## src/rtl/cmd_rx_pkg.sv

```systemverilog
package cmd_rx_pkg;

    typedef enum logic {
        PH_IDLE = 1'b0,
        PH_BUSY = 1'b1
    } phase_e;

endpackage

```

## src/rtl/cmd_addr_match.sv

```systemverilog
module cmd_addr_match #(
    parameter int ADDR_W = 16,
    parameter logic [ADDR_W-1:0] BASE = '0,
    parameter logic [ADDR_W-1:0] MASK = '0
) (
    input  logic [ADDR_W-1:0] addr,
    output logic              hit,
    output logic [ADDR_W-1:0] offset
);

    logic [ADDR_W-1:0] bit_ok;

    for (genvar i = 0; i < ADDR_W; i++) begin : g_bit
        if (MASK[i]) begin : g_cmp
            assign bit_ok[i] = (addr[i] == BASE[i]);
            assign offset[i] = 1'b0;
        end else begin : g_free
            assign bit_ok[i] = 1'b1;
            assign offset[i] = addr[i];
        end
    end

    assign hit = &bit_ok;

endmodule

```

## src/rtl/cmd_frame_seq.sv

```systemverilog
module cmd_frame_seq
    import cmd_rx_pkg::*;
#(
    parameter int BYTE_W     = 8,
    parameter int ADDR_BYTES = 2,
    parameter int DATA_BYTES = 4
) (
    input  logic                         clk,
    input  logic                         rst,
    input  logic [BYTE_W-1:0]            in_byte,
    input  logic                         in_stb,
    output logic                         frame_done,
    output logic [BYTE_W*ADDR_BYTES-1:0] frame_addr,
    output logic [BYTE_W*DATA_BYTES-1:0] frame_data
);

    localparam int FRAME_BYTES = ADDR_BYTES + DATA_BYTES;
    localparam int CNT_W       = $clog2(FRAME_BYTES + 1);
    localparam int ADDR_W      = BYTE_W * ADDR_BYTES;
    localparam int DATA_W      = BYTE_W * DATA_BYTES;
    localparam int FRAME_W     = BYTE_W * FRAME_BYTES;
    localparam logic [CNT_W-1:0] LAST_IDX = CNT_W'(FRAME_BYTES - 1);

    typedef struct packed {
        phase_e                               phase;
        logic [CNT_W-1:0]                     cnt;
        logic [FRAME_BYTES-1:0][BYTE_W-1:0]   slots;
    } seq_state_t;

    seq_state_t s_d, s_q;
    logic       done_d;
    logic [FRAME_W-1:0] flat_d;

    always_comb begin
        s_d    = s_q;
        done_d = 1'b0;
        if (in_stb) begin
            s_d.phase    = PH_BUSY;
            s_d.cnt      = CNT_W'(1);
            s_d.slots[0] = in_byte;
        end else if (s_q.phase == PH_BUSY) begin
            s_d.slots[s_q.cnt] = in_byte;
            if (s_q.cnt == LAST_IDX) begin
                done_d    = 1'b1;
                s_d.phase = PH_IDLE;
                s_d.cnt   = '0;
            end else begin
                s_d.cnt = s_q.cnt + CNT_W'(1);
            end
        end
    end

    always_ff @(posedge clk) begin
        if (rst) begin
            s_q <= '{phase: PH_IDLE, cnt: '0, slots: '0};
        end else begin
            s_q <= s_d;
        end
    end

    assign flat_d     = s_d.slots;
    assign frame_done = done_d;
    assign frame_addr = flat_d[ADDR_W-1:0];
    assign frame_data = flat_d[ADDR_W +: DATA_W];

    // a strobe always opens a fresh command at slot one
    assert_restart_R7: assert property (@(posedge clk) disable iff (rst)
        in_stb |=> (s_q.phase == PH_BUSY && s_q.cnt == CNT_W'(1)));

    // unstrobed bytes never open a command
    assert_idle_ignore_R8: assert property (@(posedge clk) disable iff (rst)
        (s_q.phase == PH_IDLE && !in_stb) |=> (s_q.phase == PH_IDLE));

    // completion is never reported on two cycles in a row
    assert_done_single_R3: assert property (@(posedge clk) disable iff (rst)
        frame_done |=> !frame_done);

endmodule

```

## src/rtl/cmd_byte_rx.sv

```systemverilog
module cmd_byte_rx #(
    parameter int          BYTE_W     = 8,
    parameter int          ADDR_BYTES = 2,
    parameter int          DATA_BYTES = 4,
    parameter int unsigned BASE_ADDR  = 32'h0000_0714,
    parameter int unsigned ADDR_MASK  = 32'h0000_07FF
) (
    input  logic                         clk,
    input  logic                         rst,
    input  logic [BYTE_W-1:0]            cmd_byte,
    input  logic                         cmd_stb,
    output logic                         wr_valid,
    output logic [BYTE_W*ADDR_BYTES-1:0] wr_offset,
    output logic [BYTE_W*DATA_BYTES-1:0] wr_data
);

    localparam int ADDR_W = BYTE_W * ADDR_BYTES;
    localparam int DATA_W = BYTE_W * DATA_BYTES;
    localparam logic [ADDR_W-1:0] BASE_V = ADDR_W'(BASE_ADDR);
    localparam logic [ADDR_W-1:0] MASK_V = ADDR_W'(ADDR_MASK);

    typedef struct packed {
        logic              valid;
        logic [ADDR_W-1:0] offset;
        logic [DATA_W-1:0] data;
    } wr_out_t;

    logic              frame_done;
    logic [ADDR_W-1:0] frame_addr;
    logic [DATA_W-1:0] frame_data;
    logic              addr_hit;
    logic [ADDR_W-1:0] addr_off;

    wr_out_t o_d, o_q;

    cmd_frame_seq #(
        .BYTE_W     (BYTE_W),
        .ADDR_BYTES (ADDR_BYTES),
        .DATA_BYTES (DATA_BYTES)
    ) u_seq (
        .clk        (clk),
        .rst        (rst),
        .in_byte    (cmd_byte),
        .in_stb     (cmd_stb),
        .frame_done (frame_done),
        .frame_addr (frame_addr),
        .frame_data (frame_data)
    );

    cmd_addr_match #(
        .ADDR_W (ADDR_W),
        .BASE   (BASE_V),
        .MASK   (MASK_V)
    ) u_match (
        .addr   (frame_addr),
        .hit    (addr_hit),
        .offset (addr_off)
    );

    always_comb begin
        o_d       = o_q;
        o_d.valid = 1'b0;
        if (frame_done && addr_hit) begin
            o_d.valid  = 1'b1;
            o_d.offset = addr_off;
            o_d.data   = frame_data;
        end
    end

    always_ff @(posedge clk) begin
        if (rst) begin
            o_q <= '0;
        end else begin
            o_q <= o_d;
        end
    end

    assign wr_valid  = o_q.valid;
    assign wr_offset = o_q.offset;
    assign wr_data   = o_q.data;

    // the write pulse lasts one cycle
    assert_pulse_width_R3: assert property (@(posedge clk) disable iff (rst)
        wr_valid |=> !wr_valid);

    // offsets never carry bits the mask compares
    assert_offset_free_R6: assert property (@(posedge clk) disable iff (rst)
        wr_valid |-> ((wr_offset & MASK_V) == '0));

    // outputs hold when no write is issued
    assert_hold_R9: assert property (@(posedge clk) disable iff (rst)
        !frame_done |=> ($stable(wr_data) && $stable(wr_offset)));

    // a write is only issued after a completed frame
    assert_write_cause_R4: assert property (@(posedge clk) disable iff (rst)
        !frame_done |=> !wr_valid);

endmodule

```

## config.mk

```make
export PLATFORM = sky130hd
export DESIGN_NAME = cmd_byte_rx
export DESIGN_NICKNAME = d
export VERILOG_FILES = /design/src/rtl/cmd_rx_pkg.sv /design/src/rtl/cmd_addr_match.sv /design/src/rtl/cmd_frame_seq.sv /design/src/rtl/cmd_byte_rx.sv
export SDC_FILE = /design/constraint.sdc
export NUM_CORES = 1
export LEC_CHECK = 0
export ABC_CLOCK_PERIOD_IN_PS = 4800
export BUFFER_PORTS_ARGS = -buffer_cell sky130_fd_sc_hd__buf_4
export CAP_MARGIN = 10
export CORE_MARGIN = 3
export CORE_UTILIZATION = 25
export DETAILED_ROUTE_END_ITERATION = 6
export PLACE_DENSITY_LB_ADDON = 0.2
export REMOVE_ABC_BUFFERS = 1
export SKIP_LAST_GASP = 1
export SYNTH_ARGS = -nofsm -noshare
export SYNTH_HDL_FRONTEND = slang
export SYNTH_SLANG_ARGS = --single-unit
```

## constraint.sdc

```tcl
create_clock -name clk -period 4.8 [get_ports clk]
set_clock_uncertainty 0.05 [all_clocks]
set_input_delay 0.72 -clock clk [delete_from_list [all_inputs] [get_ports clk]]
set_output_delay 0.72 -clock clk [all_outputs]
set_load 0.01 [all_outputs]
```

; ---- After elaboration in Yosys (flattened, before gate mapping)
; Cells that the tools add are included.
[word_totals]
output_inout_bits = 49
inputBits = 11
regBits = 90
[classes]
reduce_logical = 5
mux = 13
eq_ne = 1
magnitude_cmp = 2
n_addsub = 1
bitwise_logic = 6
[op_table]
columns = op, count
row1 = 52-bit two-way mux, 1
row2 = 49-bit two-way mux, 1
row3 = 48-bit bitwise mux, 1
row4 = 40-bit two-way mux, 1
row5 = 8-bit demux with 3-bit select, 1
row6 = 8-bit two-way mux, 2
row7 = 11-bit AND reduction, 1
row8 = 1-bit NOT, 6
row9 = "3-bit by 4-bit less-than comparator with 1-bit output, second input constant", 1
row10 = 1-bit two-way mux, 4
row11 = 4-bit two-way mux, 1
row12 = "3-bit by 1-bit adder with 3-bit output, second input constant", 1
row13 = "3-bit equality test, second input constant", 1
row14 = "3-bit by 1-bit >= comparator with 1-bit output, second input constant", 1
row15 = 3-bit two-way mux, 1
row16 = 1-bit logical AND, 2
row17 = 2-bit nonzero test, 1
row18 = 2-bit OR reduction, 1

; ---- Depth between registers and ports, before layout
; Gate-level depths: netlist of the first run.
[logic_depth]
ltp_word = 11
ltp_mapped = 7
ltp_nobuf = 4

; ---- Cells and area by module
; Synthesis of the first run repeated with hierarchy kept, for this count alone.
[hier_totals]
hier_cells = 536
area_unflattened_um2 = 5810.6
[by_module_without_submodules]
columns = module, cells_each, instances, area_per_inst_um2
row1 = cmd_frame_seq, 293, 1, 3133.0
row2 = cmd_byte_rx, 222, 1, 2516.2
row3 = cmd_addr_match, 21, 1, 161.4

; ---- Worst setup path after synthesis of the first run
; OpenSTA, ideal clock, no wires.
[synth_path]
kind = in2reg
from = in cmd_stb
to = reg o_q, in the netlist wr_data[10]
path_slack_ns = 2.572
path_buffers = 1
t_arrival_ns = 2.057
t_required_ns = 4.629
cell_stages = 5
path_cell_list = nor3b_2 a21boi_1 o221ai_4 buf_6 mux2_4
[synth_via]
elab_chain_cells = 4
word_cells_on_any_way = 11
[synth_lines]
columns = item, line_no
row1 = "start, declared", cmd_byte_rx.sv:11  ; input logic cmd_stb,
row2 = 8-bit two-way mux, cmd_frame_seq.sv:37  ; if (in_stb) begin
row3 = 1-bit NOT, cmd_addr_match.sv:15  ; assign bit_ok[i] = (addr[i] == BASE[i]);
row4 = 11-bit AND reduction, cmd_addr_match.sv:23  ; assign hit = &bit_ok;
row5 = 1-bit logical AND, cmd_byte_rx.sv:63  ; if (frame_done && addr_hit) begin
row6 = "end signal, assigned", cmd_byte_rx.sv:72  ; o_q <= '0;
row7 = "end signal, assigned", cmd_byte_rx.sv:74  ; o_q <= o_d;
row8 = "end, declared", cmd_byte_rx.sv:34  ; wr_out_t o_d, o_q;
; Several ways; a longest one is shown, not always the timed one.
; A chain may end at the register's enable or synchronous reset.

; ---- Worst setup path after layout of the first run
[layout_path]
from = reg u_seq.s_q[48] in the netlist's numbering
to = reg o_q, in the netlist wr_data[5]
[layout_via]
elab_chain_cells = 10
word_cells_on_any_way = 21
[layout_lines]
columns = item, line_no
row1 = "start, declared", cmd_frame_seq.sv:30  ; seq_state_t s_d, s_q;
row2 = "start signal, assigned", cmd_frame_seq.sv:55  ; s_q <= '{phase: PH_IDLE, cnt: '0, slots: '0};
row3 = 3-bit by 4-bit less-than comparator with 1-bit output (not written as such) or 3-bit by 1-bit >= comparator with 1-bit output (tied branches), cmd_frame_seq.sv:42  ; s_d.slots[s_q.cnt] = in_byte;
row4 = 1-bit logical AND (not written as such), cmd_frame_seq.sv:42
row5 = 8-bit two-way mux (not written as such), cmd_frame_seq.sv:42
row6 = 8-bit demux with 3-bit select, -
row7 = 48-bit bitwise mux, cmd_frame_seq.sv:42
row8 = 52-bit two-way mux, cmd_frame_seq.sv:41  ; end else if (s_q.phase == PH_BUSY) begin
row9 = 8-bit two-way mux, cmd_frame_seq.sv:37
row10 = 1-bit NOT, cmd_addr_match.sv:15
row11 = 11-bit AND reduction, cmd_addr_match.sv:23
row12 = 1-bit logical AND, cmd_byte_rx.sv:63
; Several ways; a longest one is shown, not always the timed one. The select of a mux whose other input is x is not followed.

==> run_results.csv, run 1 <==
group,metric,value,unit
run_status,status,"complete, no violations",
min_path,holdCritPathClass,"reg -> reg",
global_route,top_usage_layer,"met2",
sta,hold_viol_final,0,
global_route,grtUsageMet2,14.2,%
routing,ant_nets,0,
floorplanning,initial_core_util,26.1,%
routing,drt_pass1_iterations,4,
floorplanning,dieArea,0.0170,sq mm
clocking,hold_buffers,0,
clocking,clock-sinks,90,
power,leakage,2.06,nW
yosys,synthSimpleGateAreaFrac,19.7,%
critical_path,cp.arrival,2.98,ns
global_route,grt_pass1_vias,2426,
global_route,grt_usage,9.83,%
yosys,yosysWarnings,0,
yosys,syn_area_per_cell,11.2,sq um
yosys,synth_edf_count,0,
sta,setup_tns,0,ns
floorplanning,rows,44,
yosys,synth_xor_area_share,0.226,%
yosys,syn_inst,345,
critical_path,worstPathRequired,4.97,ns
final_layout,finalInstanceArea,0.00465,sq mm
yosys,synth_fa_ha_area_share,0,%
sta,period_share,58.5,%
sta,max_freq,356,MHz
global_route,antenna_found_initial,0,
floorplanning,io_pins,60,
placement,dp_cells,561,
routing,drt-initial-drc-count,64,
global_route,grt_max_degree,80,
sta,rsz0062_at_grt,"no",
routing,wl_per_cell,14.1,um
sta,drv_slew,0,
clocking,clk_pin_slew_worst_paths,0.06,ns
global_route,grt_use_met3,3.09,%
sta,finalSetupViolations,0,
clocking,cts-root-buf,"clkbuf_16",
clocking,worstSkewPairLatency,0.33,ns
yosys,synth-main-ff-cell,"dfxtp_1",
placement,gp_congestion,0.709,
yosys,synth_top_family_by_area,"multiplexers",
clocking,cts_max_path_buffers,2,
yosys,muxShareOfSynthArea,24.7,%
power,irDropWorstVdd,180,uV
clocking,numCtsBuffers,9,
critical_path,startpoint_type,"flop",
yosys,synth_compound_gate_area_share,4.10,%
yosys,yosysSeqAreaShare,46.5,%
sta,slew-limit-headroom,36.9,%
yosys,synth_cell_types,33,
clocking,h-tree-depth,3,
flow_run,maxCapViolCount,0,
yosys,syn_area,0.00388,sq mm
routing,vias,2378,
yosys,async_reset_ff_share,0,%
critical_path,crit_path_max_fanout,20,
final_layout,area_delta_synth_final,20.0,%
sta,holdWs,0.399,ns
yosys,synth-seq-cells,90,
floorplanning,die_x,131,um
routing,viasPerCell,4.13,
final_layout,drive_gt1_share,36.5,%
routing,wl,8110,um
global_route,use_met1,13.9,%
sta,worst_pin_slew,0.947,ns
clocking,cts_tree,"yes",
placement,hpwl,5360,um
global_route,overflow,0,
sta,fin_crit,2.81,ns
placement,port_buffers,48,
final_layout,antenna_cells,0,
power,power_density,331,mW/mm^2
floorplanning,die_h,131,um
clocking,post_cts_buffers,0,
routing,drcViolationCount,0,
final_layout,nets,399,
global_route,grt_first_pass_wirelength,12800,um
power,power,1.54,mW
placement,placed_area,0.00435,sq mm
critical_path,endpoint_kind,"flop",
clocking,ctsResizeCount,0,
critical_path,path_class,"reg -> reg",
floorplanning,coreArea,0.0149,sq mm
final_layout,finalNonFillerCells,576,
-- cells in the final DEF (no fill, tap or decap), types with 5 or more instances in the layout --
| cell type | n |
|---|---|
| buf_4 | 51 |
| nand2_1 | 15 |
| o21ai_0 | 10 |
| conb_1 | 11 |
| nor2b_1 | 83 |
| mux2_4 | 30 |
| mux2_2 | 44 |
| clkbuf_16 | 9 |
| nor2_1 | 5 |
| dfxtp_1 | 90 |
| a21oi_1 | 13 |
-- where the power goes --
part	internal, mW	switching, mW	leakage [nW]	total [mW]
Clock	0.442	0.273	0.152	0.716
Sequential	0.755	0.00613	0.727	0.761
Combinational	0.0200	0.0411	1.18	0.0611
Total	1.22	0.321	2.06	1.54
-- registers in the layout, indices dropped and copies added (netlist names) --
register   count
wr_valid       1
wr_offset      5
wr_data       32
u_seq.s_q     52
-- layout make-up --
class	instances	area, sq um
clock buffer	13	270
clock inverter	2	35.0
fill	1548	10200
inverter	1	3.75
multi-input combinational	235	1930
sequential	90	1800
tap	184	230
timing repair buffer	51	383
-- metrics by stage --
stage                     worst slack (ns)  utilization (%)
after detailed placement              1.63             29.3
after floorplan                       2.02                -
after CTS                             1.94             31.3
after global routing                  1.80             31.3
final                                 1.99             31.3
after global placement                1.72             29.3
-- critical path: stages (launching register included) --
cell      delay, ns
dfxtp_1        0.41
nor4b_4        0.62
nor4_4         0.13
o221ai_4       0.78
buf_4          0.36
mux2_2         0.35
-- routing by layer --
layer  vias to the layer above  routed length, um
li1                       1231                  -
met1                      1082               4120
met2                        57               3450
met3                         8                450
met4                         0                 87
met5                         -                  0
-- logic make-up after synthesis --
family                 count (synthesis)
buffers and inverters                 30
XOR/XNOR                               1
other                                  1
flip-flops                            90
AND/OR/NAND/NOR                      122
AO/OA/AOI/OAI                         26
multiplexers                          75
-- final timing paths --
| path | startpoint | to | slack, ns | cells after the start |
|---|---|---|---|---|
| worst max-delay path | u_seq.s_q[48]$_SDFFE_PP0P_ | wr_data[5]$_SDFFE_PP0P_ | 1.99 | 5 |
| worst min-delay path | u_seq.s_q[7]$_SDFF_PP0_ | u_seq.s_q[7]$_SDFF_PP0_ | 0.40 | 2 |
| worst max register to register | u_seq.s_q[48]$_SDFFE_PP0P_ | wr_data[5]$_SDFFE_PP0P_ | 1.99 | 5 |
| worst min register to register | u_seq.s_q[7]$_SDFF_PP0_ | u_seq.s_q[7]$_SDFF_PP0_ | 0.40 | 2 |
-- synth_stat cells (3+ instances only) --
| cell | count | share of area [%] |
|---|---|---|
| dfxtp_1 | 90 | 46 |
| nor2b_1 | 83 | 13 |
| mux2_2 | 44 | 13 |
| mux2_4 | 30 | 12 |
| nand2_1 | 15 | 1.5 |
| a21oi_1 | 13 | 1.7 |
| buf_4 | 12 | 2.3 |
| clkbuf_1 | 11 | 1.1 |
| o21ai_0 | 10 | 1.3 |
| nor2_1 | 5 | 0.48 |
| buf_6 | 3 | 0.87 |
| nand3_1 | 3 | 0.39 |
| nor3_1 | 3 | 0.39 |
(Power assumes the default switching activity.)
==> run 2, diff against run 1 <==
ABC_CLOCK_PERIOD_IN_PS = 2900   (was 4800)
clock period = 2.9 ns   (was 4.8 ns; I/O delays follow)
==> run 2 against run 1 <==
- via count increased by 4.3%
- first-iteration DRC count increased by 84%
- highest routed layer unchanged
- register-to-register slack got worse by 1.4 ns
- non-clock buffer count increased by 4
- critical path depth unchanged
- wire length increased by 3.4%
- fmax increased by 21%
==> run_results.csv, run 2 (synthesized netlist as in run 1, its figures left out) <==
group,metric,value,unit
clocking,numCtsBuffers,9,
power,leakage,2.08,nW
clocking,h-tree-depth,3,
final_layout,mostFrequentLayoutCells,"90 x dfxtp_1, 83 x nor2b_1, 55 x buf_4",
sta,hold_viol_final,0,
final_layout,area_delta_synth_final,21.4,%
routing,viasPerCell,4.27,
global_route,grt_usage,10.3,%
run_status,status,"complete, no violations",
critical_path,r2r-start,"u_seq.s_q[48]$_SDFFE_PP0P_",
floorplanning,coreArea,0.0149,sq mm
critical_path,cp_slowest_cell,"nor4b_4",
global_route,antenna_found_initial,0,
sta,rsz0062_at_grt,"no",
placement,gp_congestion,0.715,
floorplanning,die_x,131,um
critical_path,crit_path_max_fanout,22,
sta,holdWs,0.350,ns
clocking,clk_pin_slew_worst_paths,0.07,ns
sta,setup_tns,0,ns
final_layout,drive_gt1_share,37.5,%
critical_path,worst-r2r-cell-count,5,
clocking,hold_buffers,0,
final_layout,finalCoreUtilization,31.6,%
clocking,clock-sinks,90,
sta,fin_crit,2.31,ns
critical_path,path_cells,"nor4b_4 -> nor4_4 -> o221ai_4 -> buf_4 -> mux2_2",
routing,wl,8380,um
global_route,overflow,0,
critical_path,endpoint_kind,"flop",
final_layout,top_register,"u_seq.s_q",
routing,drt-initial-drc-count,118,
floorplanning,rows,44,
final_layout,antenna_cells,0,
final_layout,nets,403,
routing,drcViolationCount,0,
sta,period_share,79.8,%
critical_path,startpoint_type,"flop",
global_route,grt_max_degree,46,
min_path,holdPathStages,3,
clocking,ctsResizeCount,0,
placement,dp_cells,565,
clocking,post_cts_buffers,0,
critical_path,cp.arrival,2.50,ns
clocking,worstSkewPairLatency,0.34,ns
placement,hpwl,5690,um
critical_path,crit_family,"simple AND/OR/NAND/NOR gates",
final_layout,fill_cells,1546,
placement,port_buffers,48,
floorplanning,die_h,131,um
final_layout,layout_commonest_cell,"dfxtp_1",
min_path,holdPathEnd,"u_seq.s_q[10]$_SDFF_PP0_",
routing,wl_per_cell,14.4,um
routing,drt_pass1_iterations,4,
power,power_density,561,mW/mm^2
critical_path,worstPathRequired,3.08,ns
power,irDropWorstVdd,329,uV
min_path,holdCritPathClass,"in -> reg",
clocking,cts-root-buf,"clkbuf_16",
sta,worst_pin_slew,0.636,ns
clocking,cts_max_path_buffers,2,
global_route,grt_pass1_vias,2378,
floorplanning,dieArea,0.0170,sq mm
sta,setup_ws,0.586,ns
final_layout,largest_reg_flops,52,
global_route,grt_first_pass_wirelength,13200,um
critical_path,crit_buf_inv,1,
routing,ant_nets,0,
critical_path,worstReg2RegEnd,"wr_data[6]$_SDFFE_PP0P_",
routing,vias,2480,
flow_run,maxCapViolCount,0,
critical_path,r2r_slack,0.59,ns
sta,slew-limit-headroom,57.5,%
floorplanning,initial_core_util,26.1,%
clocking,cts_tree,"yes",
floorplanning,io_pins,60,
sta,finalSetupViolations,0,
critical_path,slowest_delay,0.63,ns
final_layout,finalNonFillerCells,581,
min_path,hold_path.startpoint,"cmd_byte[2]",
sta,max_freq,432,MHz
placement,place_ws,0.463,ns
sta,drv_slew,0,
critical_path,path_class,"reg -> reg",
-- run 2: stage by stage --
step	total power [mW]	instance area, sq um
after floorplan	1.34	3730
after global placement	1.39	4380
after detailed placement	1.40	4380
after CTS	2.69	4700
after global routing	2.76	4700
final	2.64	4700
-- run 2: final cells by class --
cell class / count / area, sq um / share of cell area [%]
sequential: 90 / 1800 / 38.3
timing repair buffer: 55 / 413 / 8.78
inverter: 1 / 3.75 / 0.0798
multi-input combinational: 235 / 1930 / 41.0
clock inverter: 7 / 101 / 2.15
tap: 184 / 230 / 4.89
clock buffer: 9 / 225 / 4.79
-- run 2: worst max-delay path by stage --
stage                               start                        to  slack, ns  cells past startpoint
2_1_floorplan  u_seq.s_q[48]$_SDFFE_PP0P_   wr_data[0]$_SDFFE_PP0P_       0.31                      4
3_3_place_gp                      cmd_stb  wr_data[22]$_SDFFE_PP0P_       0.47                      5
5_1_grt        u_seq.s_q[48]$_SDFFE_PP0P_   wr_data[5]$_SDFFE_PP0P_       0.41                      5
6_report       u_seq.s_q[48]$_SDFFE_PP0P_   wr_data[6]$_SDFFE_PP0P_       0.59                      5
4_1_cts        u_seq.s_q[48]$_SDFFE_PP0P_   wr_data[5]$_SDFFE_PP0P_       0.55                      5
3_5_place_dp                      cmd_stb  wr_data[18]$_SDFFE_PP0P_       0.46                      5
-- run 2: routing by layer --
layer	wire length, um	GRT usage (%)	vias up
li1	-	-	1238
met1	4100	14.1	1168
met2	3730	15.3	65
met3	431	3.66	9
met4	116	3.27	0
met5	0	0	-
-- run 2: worst register-to-register path, stage by stage (launching register included) --
cell and delay, ns:
dfxtp_1 0.41, nor4b_4 0.64, nor4_4 0.12, o221ai_4 0.19
buf_4 0.40, mux2_2 0.40
-- run 2: report_power, final --
part / switching [mW] / internal (mW) / leakage (nW)
Combinational: 0.0712 / 0.0366 / 1.20
Sequential: 0.00995 / 1.25 / 0.727
Clock: 0.509 / 0.764 / 0.158
==> run 3, diff against run 2 <==
ABC_CLOCK_PERIOD_IN_PS = 2300   (was 2900)
clock period = 2.3 ns   (was 2.9 ns; I/O delays follow)
==> run 3 against run 2 <==
- global-route usage shrank 0.51 points
- combinational power grew 24%
- sequential share of layout area shrank 0.49 points
- die area stayed put
- via count decreased by 1.1%
- design area is 1.3% higher
- clock-buffer cell count up 1
- total power is 22% higher
- setup slack worse by 0.39 ns
- register-to-register slack got worse by 0.39 ns
==> run_results.csv, run 3 (synthesized netlist as in run 1, its figures left out) <==
group,metric,value,unit
clocking,cts_tree,"yes",
critical_path,startpoint_type,"flop",
sta,hold_viol_final,0,
routing,vias,2453,
critical_path,crit_start,"u_seq.s_q[48]$_SDFFE_PP0P_",
final_layout,fill_cells,1532,
placement,hpwl,5470,um
routing,drcViolationCount,0,
critical_path,r2r_slack,0.20,ns
power,power_density,677,mW/mm^2
sta,max_freq,476,MHz
min_path,hold_path.startpoint,"cmd_byte[3]",
floorplanning,die_x,131,um
clocking,h-tree-depth,3,
clocking,worstSkewPairLatency,0.34,ns
critical_path,worstPathRequired,2.48,ns
final_layout,finalCoreUtilization,32.1,%
critical_path,slowest_delay,0.52,ns
sta,drv_slew,0,
routing,drt_pass1_iterations,4,
final_layout,layout_commonest_cell,"dfxtp_1",
global_route,grt_pass1_vias,2442,
routing,viasPerCell,4.18,
min_path,holdPathStages,3,
clocking,clock-sinks,90,
clocking,cts_max_path_buffers,2,
critical_path,path_cells,"nor2b_1 -> a21boi_1 -> o221ai_4 -> buf_12 -> mux2_2",
sta,finalSetupViolations,0,
floorplanning,die_h,131,um
final_layout,drive_gt1_share,38.5,%
clocking,clk_pin_slew_worst_paths,0.07,ns
sta,setup_tns,0,ns
global_route,grt_first_pass_wirelength,12900,um
critical_path,worst-r2r-cell-count,5,
critical_path,path_class,"reg -> reg",
final_layout,top_register,"u_seq.s_q",
global_route,overflow,0,
power,power,3.22,mW
floorplanning,rows,44,
clocking,cts-root-buf,"clkbuf_16",
placement,place_ws,0.158,ns
sta,rsz0062_at_grt,"no",
floorplanning,io_pins,60,
floorplanning,dieArea,0.0170,sq mm
critical_path,cp.arrival,2.28,ns
critical_path,worstReg2RegEnd,"wr_data[5]$_SDFFE_PP0P_",
clocking,ctsResizeCount,0,
final_layout,mostFrequentLayoutCells,"90 x dfxtp_1, 83 x nor2b_1, 58 x buf_4",
placement,gp_congestion,0.726,
placement,port_buffers,48,
routing,wl_per_cell,13.7,um
final_layout,nets,409,
critical_path,r2r-start,"u_seq.s_q[48]$_SDFFE_PP0P_",
global_route,grt_max_degree,88,
routing,wl,8070,um
final_layout,antenna_cells,0,
critical_path,cp_slowest_cell,"dfxtp_1",
clocking,post_cts_buffers,0,
sta,period_share,91.3,%
final_layout,area_delta_synth_final,23.0,%
global_route,grt_usage,9.84,%
global_route,antenna_found_initial,0,
power,irDropWorstVdd,344,uV
routing,drt-initial-drc-count,73,
run_status,status,"complete, no violations",
critical_path,crit_path_max_fanout,19,
routing,ant_nets,0,
final_layout,largest_reg_flops,52,
sta,setup_ws,0.200,ns
flow_run,maxCapViolCount,0,
sta,fin_crit,2.10,ns
min_path,holdPathEnd,"u_seq.s_q[3]$_SDFF_PP0_",
floorplanning,initial_core_util,26.1,%
critical_path,endpoint_kind,"flop",
floorplanning,coreArea,0.0149,sq mm
min_path,holdCritPathClass,"in -> reg",
power,leakage,2.10,nW
clocking,hold_buffers,0,
clocking,numCtsBuffers,9,
## run 3: cell types whose count changed in the layout (fill, tap and decap cells not counted), sizes merged
cell      before  now
buf           55   61
bufinv         2    1
clkbuf         9   10
clkinvlp       1    3
inv            3    1
## run 3: worst max-delay path: cells and delay by family (launching register included)
family / cells / cell delay (ns)
AND/OR/NAND/NOR: 1 / 0.37
multiplexers: 1 / 0.35
flip-flops: 1 / 0.52
AO/OA/AOI/OAI: 2 / 0.46
buffers and inverters: 1 / 0.24
## run 3: report_power, final
part | leakage [nW] | switching, mW | internal, mW
clock network | 0.141 | 0.631 | 0.872
registers | 0.727 | 0.0129 | 1.57
logic | 1.24 | 0.0863 | 0.0472
total | 2.10 | 0.730 | 2.49
## run 3: per-layer routing
layer  GRT usage, %  vias to the layer above  wire length, um
met1           13.4                     1135             3960
met2           14.7                       61             3510
met4           3.57                        0              149
met5              0                        -                0
met3           3.09                       14              454
li1               -                     1243                -
## run 3: worst max-delay path by stage
stage,slack [ns],end
2_1_floorplan,-0.29,wr_data[0]$_SDFFE_PP0P_
3_3_place_gp,0.20,wr_data[3]$_SDFFE_PP0P_
3_5_place_dp,0.16,wr_data[3]$_SDFFE_PP0P_
4_1_cts,0.20,wr_data[3]$_SDFFE_PP0P_
5_1_grt,0.06,wr_data[1]$_SDFFE_PP0P_
6_report,0.20,wr_data[5]$_SDFFE_PP0P_
## run 3: cell type report
type                    instances  area [sq um]  share of cell area [%]
clock buffers                  10           239                    5.01
clock inverters                 6          66.3                    1.39
inverters                       1          3.75                  0.0788
multi-input cells             235          1930                    40.5
flip-flops and latches         90          1800                    37.8
well taps                     184           230                    4.83
repair buffers                 61           495                    10.4
## run 3: stage by stage
stage	hold slack [ns]	std cells	area, sq um
finish	0.259	587	4770
global route	0.269	587	4770
floorplan	0.364	326	3730
detailed placement	0.394	571	4460
CTS	0.252	587	4770
global placement	0.391	571	4460
